`src/rtl/fser_pkg.sv`:
```
package fser_pkg;
  typedef enum logic {
    CAP_FALL = 1'b0,
    CAP_RISE = 1'b1
  } cap_edge_e;

  localparam int unsigned WORD_W_DEF   = 10;
  localparam int unsigned SYNC_HLD_DEF = 5;
endpackage

```
`src/rtl/fser_capture.sv`:
```
module fser_capture #(
  parameter int unsigned DW    = 10,
  parameter int unsigned FRAME = 12
) (
  input  logic          clk,
  input  logic          rst_n,
  input  logic          pwr_n,
  input  logic          stb,
  input  logic          edge_rise,
  input  logic [DW-1:0] din,
  output logic [DW-1:0] word_q
);
  import fser_pkg::*;
  localparam int unsigned PW   = $clog2(FRAME);
  localparam int unsigned HALF = FRAME / 2;

  logic [PW-1:0] phase;
  logic          cap;
  cap_edge_e     sel;

  assign sel = cap_edge_e'(edge_rise);

  always_ff @(posedge clk or negedge rst_n) begin
    if (!rst_n)                       phase <= '0;
    else if (!pwr_n || stb)           phase <= '0;
    else if (phase != PW'(FRAME - 1)) phase <= phase + 1'b1;
  end

  always_comb begin
    if (sel == CAP_RISE) cap = stb;
    else                 cap = !stb && (phase == PW'(HALF - 1));
  end

  always_ff @(posedge clk or negedge rst_n) begin
    if (!rst_n)      word_q <= '0;
    else if (!pwr_n) word_q <= '0;
    else if (cap)    word_q <= din;
  end
endmodule

```
`src/rtl/fser_syncq.sv`:
```
module fser_syncq #(
  parameter int unsigned THR = 5,
  parameter int unsigned CW  = $clog2(THR)
) (
  input  logic          clk,
  input  logic          rst_n,
  input  logic          pwr_n,
  input  logic          stb,
  input  logic          sreq,
  output logic          send_sync,
  output logic [CW-1:0] qcnt
);
  localparam logic [CW-1:0] TOP = CW'(THR - 1);

  always_ff @(posedge clk or negedge rst_n) begin
    if (!rst_n)                 qcnt <= '0;
    else if (!pwr_n || !sreq)   qcnt <= '0;
    else if (stb && qcnt < TOP) qcnt <= qcnt + 1'b1;
  end

  assign send_sync = sreq && (qcnt == TOP);
endmodule

```
`src/rtl/fser_shift.sv`:
```
module fser_shift #(
  parameter int unsigned DW    = 10,
  parameter int unsigned FRAME = DW + 2
) (
  input  logic          clk,
  input  logic          rst_n,
  input  logic          pwr_n,
  input  logic          stb,
  input  logic          send_sync,
  input  logic [DW-1:0] word,
  output logic          sdat
);
  logic [FRAME-1:0] sync_fr;
  logic [FRAME-1:0] data_fr;
  logic [FRAME-1:0] sh;

  for (genvar k = 0; k < FRAME; k++) begin : g_sync
    assign sync_fr[k] = (k < FRAME / 2);
  end

  assign data_fr = {1'b0, word, 1'b1};

  always_ff @(posedge clk or negedge rst_n) begin
    if (!rst_n)      sh <= '0;
    else if (!pwr_n) sh <= '0;
    else if (stb)    sh <= send_sync ? sync_fr : data_fr;
    else             sh <= {1'b0, sh[FRAME-1:1]};
  end

  assign sdat = sh[0];
endmodule

```
`src/rtl/fser_tx.sv`:
```
module fser_tx #(
  parameter int unsigned DW        = fser_pkg::WORD_W_DEF,
  parameter int unsigned SYNC_HOLD = fser_pkg::SYNC_HLD_DEF
) (
  input  logic          clk,
  input  logic          rst_n,
  input  logic          word_stb,
  input  logic          edge_rise,
  input  logic [DW-1:0] din,
  input  logic          sync_a,
  input  logic          sync_b,
  input  logic          out_en,
  input  logic          pwr_n,
  output logic          sdat,
  output logic          sdat_oe
);
  localparam int unsigned FRAME = DW + 2;
  localparam int unsigned CW    = $clog2(SYNC_HOLD);

  logic [DW-1:0] word_q;
  logic          sreq;
  logic          send_sync;
  logic [CW-1:0] q_cnt;

  assign sreq    = sync_a | sync_b;
  assign sdat_oe = out_en & pwr_n;

  fser_capture #(.DW(DW), .FRAME(FRAME)) u_cap (
    .clk(clk), .rst_n(rst_n), .pwr_n(pwr_n), .stb(word_stb),
    .edge_rise(edge_rise), .din(din), .word_q(word_q)
  );

  fser_syncq #(.THR(SYNC_HOLD), .CW(CW)) u_sq (
    .clk(clk), .rst_n(rst_n), .pwr_n(pwr_n), .stb(word_stb),
    .sreq(sreq), .send_sync(send_sync), .qcnt(q_cnt)
  );

  fser_shift #(.DW(DW), .FRAME(FRAME)) u_sh (
    .clk(clk), .rst_n(rst_n), .pwr_n(pwr_n), .stb(word_stb),
    .send_sync(send_sync), .word(word_q), .sdat(sdat)
  );
endmodule

```
`config.mk`:
```
export PLATFORM = sky130hd
export DESIGN_NAME = fser_tx
export DESIGN_NICKNAME = d
export VERILOG_FILES = /design/src/rtl/fser_pkg.sv /design/src/rtl/fser_capture.sv /design/src/rtl/fser_syncq.sv /design/src/rtl/fser_shift.sv /design/src/rtl/fser_tx.sv
export SDC_FILE = /design/constraint.sdc
export NUM_CORES = 1
export LEC_CHECK = 0
export BUFFER_PORTS_ARGS = -buffer_cell sky130_fd_sc_hd__buf_2
export CORE_MARGIN = 2
export CORE_UTILIZATION = 49
export CTS_CLUSTER_DIAMETER = 120
export DETAILED_ROUTE_END_ITERATION = 7
export PLACE_DENSITY_LB_ADDON = 0.1
export SLEW_MARGIN = 40
export SYNTH_ARGS = -nofsm -noshare
export SYNTH_HDL_FRONTEND = slang
export SYNTH_SLANG_ARGS = --single-unit
export TNS_END_PERCENT = 5
```
`constraint.sdc`:
```
create_clock -name clk -period 1.3 [get_ports clk]
set_input_delay 0.26 -clock clk [delete_from_list [all_inputs] [get_ports clk]]
set_output_delay 0.26 -clock clk [all_outputs]
set_load 0.005 [all_outputs]
```
==> flow_summary.ini <==
[global_route]
grt_antenna_before_repair = 0
grt_use_met2_pct = 30.5
grt_pass1_vias = 898
grt_use_met1_pct = 28.3
track_usage_pct = 20.1
busiest_layer = met2
grtUsageMet3_pct = 4.92
grt_max_degree = 29
grt_pass1_wl_mm = 4.13
gr-total-overflow = 0

[clock_network]
clk_latency_ns = 0.31
cts_tree = built
cts_buffers = 3
htree_levels = 1
clock_tree.root_cell = clkbuf_4
cts.sinks = 28
clk_path_buf_depth = 2
path_clk_slew_ns = 0.13

[setup_path]
critPathArrivalTime_ns = 1.56
critPathKind = flip-flop to flip-flop
crit_fanout = 10
cp_slowest_cell = dfrtp_1
r2r_end = u_cap.word_q[3]$_DFFE_PN0P_
reg2reg_depth = 7
cp-end-kind = flip-flop
slowest_delay_ns = 0.40
critPathLaunchType = flip-flop
crit_path_cell_trace = inv_1 -> ha_1 -> nand2_2 -> buf_4 -> nor4_4 -> buf_6 -> o22ai_1
regToRegSetupSlack_ns = -0.05
worstPathRequired_ns = 1.51
critPathCapture = u_cap.word_q[3]$_DFFE_PN0P_
critical_path.startpoint = u_cap.phase[1]$_DFFE_PN0P_
r2r-start = u_cap.phase[1]$_DFFE_PN0P_

[power]
powerDensity_nw_per_um2 = 994
p_leak_uw = 0.000710
ir_drop_mv = 0.778

[final_layout]
final_cells = 172
drive_gt1_share_pct = 30.3
multi_input_area_um2 = 522
final-seq-area_um2 = 701
num_antenna_cells = 0
fillers = 217
fin_util_pct = 61.6
final_nets = 166
syn2layout_area_growth_pct = 21.0

[flow_run]
cap_violations = 0

[floorplan]
dieHeight_um = 54.3
coreArea_um2 = 2430
rows = 18
initial_core_util_pct = 50.9
chipWidth_um = 54.3
die-area_um2 = 2940
io_pins = 20

[synth]
netlist_area_um2 = 1240
syn_nets = 135
ys_ff_latch = 28
syn-mean-instance-area_um2 = 11.0
syn_inst = 113
synth_warnings = 0
ys_seq_area_share_pct = 56.6
synthDistinctLibCells = 28

[placement]
port-buffer-count = 19
dp_worst_setup_slack_ns = -0.0824
dp_hpwl_mm = 1.63
gp_congestion = 0.719
dp.cells = 166

[routing]
avgRoutedWirePerCell_um = 14.3
ant_nets = 0
dr.pass1.iters = 4
via_per_inst = 5.41
route.vias.total = 930
drc = 0
drtIter0Drc = 16
drt-total-wl_mm = 2.46

[timing]
fin_ws_ns = -0.0509
rsz0062_at_grt = yes
final.setup.tns_ns = -0.466
max_freq_mhz = 740
worst_slew_pin_slew_ns = 0.608
slew_viol_final = 0
period_minus_slack_ns = 1.35
hold_violations = 0
post-route-period-util_pct = 104
setup_viol = 10
skew_ns = 0.00237
max_slew_margin_pct = 59.5

[min_path]
min_path_type = input pin to flip-flop

[run_status]
outcome = finished, violations left
failed_checks = negative setup slack
## through the flow
step | hold slack (ns) | total power (uW) | area [um^2]
6_report | 0.171 | 1490 | 1500
5_1_grt | 0.149 | 1590 | 1500
4_1_cts | 0.164 | 1500 | 1490
3_5_place_dp | 0.303 | 1160 | 1430
3_3_place_gp | 0.298 | 1150 | 1430
2_1_floorplan | -0.0356 | 1060 | 1240
## state kept, by name (all words and copies together) (netlist names)
register	cells
u_sh.sh	11
u_sq.qcnt	3
u_cap.phase	4
u_cap.word_q	10
## how the worst min path moves through the flow
stage            from                           to  slack (ns)  cells past startpoint
2_1_floorplan   rst_n   u_cap.phase[0]$_DFFE_PN0P_       -0.04                      0
3_3_place_gp    rst_n         u_sh.sh[0]$_DFF_PN0_        0.30                      1
3_5_place_dp    rst_n         u_sh.sh[0]$_DFF_PN0_        0.30                      1
4_1_cts        din[8]  u_cap.word_q[8]$_DFFE_PN0P_        0.16                      3
5_1_grt        din[2]  u_cap.word_q[2]$_DFFE_PN0P_        0.15                      3
6_report       din[8]  u_cap.word_q[8]$_DFFE_PN0P_        0.17                      3
## what timing repair did
| action | CTS | global route |
|---|---|---|
| gates cloned | 1 | 0 |
| hold buffers | 1 | 0 |
| setup endpoints to repair | 10 | 20 |
| buffers inserted | 1 | 0 |
| pin swaps | 2 | 5 |
| hold endpoints to repair | 28 | 0 |
| resized for setup | 2 | 4 |
## metal layers
metal	vias up	routed length, um
li1	465	-
met1	450	1250
met2	15	1130
met3	0	84
met4	0	0
met5	-	0
## final cells by class
type | count | share of cell area, %
clock buffer | 3 | 1.50
inverter | 3 | 0.752
multi-input combinational | 77 | 34.8
timing repair buffer | 31 | 13.6
tap | 30 | 2.51
sequential | 28 | 46.8
## critical path: cells and delay by family (launching register included)
family          cells  cell delay (ns)
flops               1             0.40
buf+inv             3             0.38
simple gates        2             0.22
fa+ha+maj           1             0.15
compound gates      1             0.09
## cells in the mapped netlist (all sizes together)
library cell   n  area share (%)
clkbuf         2            0.61
xor2           1            0.71
o41a           1            0.91
a211oi         1            0.61
o22ai         10             5.1
nand3b         1            0.61
ha             4             4.0
buf            4             1.8
o21ai          2            0.81
a21boi         1            0.61
o21a           2             1.2
a32o           4             3.2
nor2b          1            0.51
nand2b         3             1.5
nand2         23             7.0
a21oi          2            0.81
inv            3            0.91
dfrtp         28              57
and3           1            0.51
nand3          1            0.40
nor4           1             1.7
o221a          5             4.5
and2           1            0.51
xnor2          1            0.71
mux2i          2             1.6
nor2           8             2.4
## cell usage in the layout (no fill, tap or decap), drive strengths merged, types with 2 or more instances in the layout
cell type  instances
a21oi              2
a32o               4
buf               30
clkbuf             3
dfrtp             28
ha                 4
inv                3
mux2i              2
nand2             23
nand2b             3
nor2               8
o21a               2
o21ai              2
o221a              5
o22ai             10
o41a               2
## cell families (layout without fill, tap and decap cells)
logic type / count (synthesis) / in the layout / share of synthesized area, %
and+or+nand+nor: 40 / 40 / 15.2
AOI/OAI and AO/OA: 28 / 29 / 17.8
DFF: 28 / 28 / 56.6
buffers and inverters: 9 / 37 / 3.34
adders and majority gates: 4 / 4 / 4.04
xor gates and xnor gates: 2 / 2 / 1.42
muxes: 2 / 2 / 1.62
## where the power goes
group | internal, uW | switching [uW]
clock network | 108 | 231
logic | 97.4 | 108
registers | 920 | 23.7
total | 1130 | 362
Power figures use the tool's default switching activity.
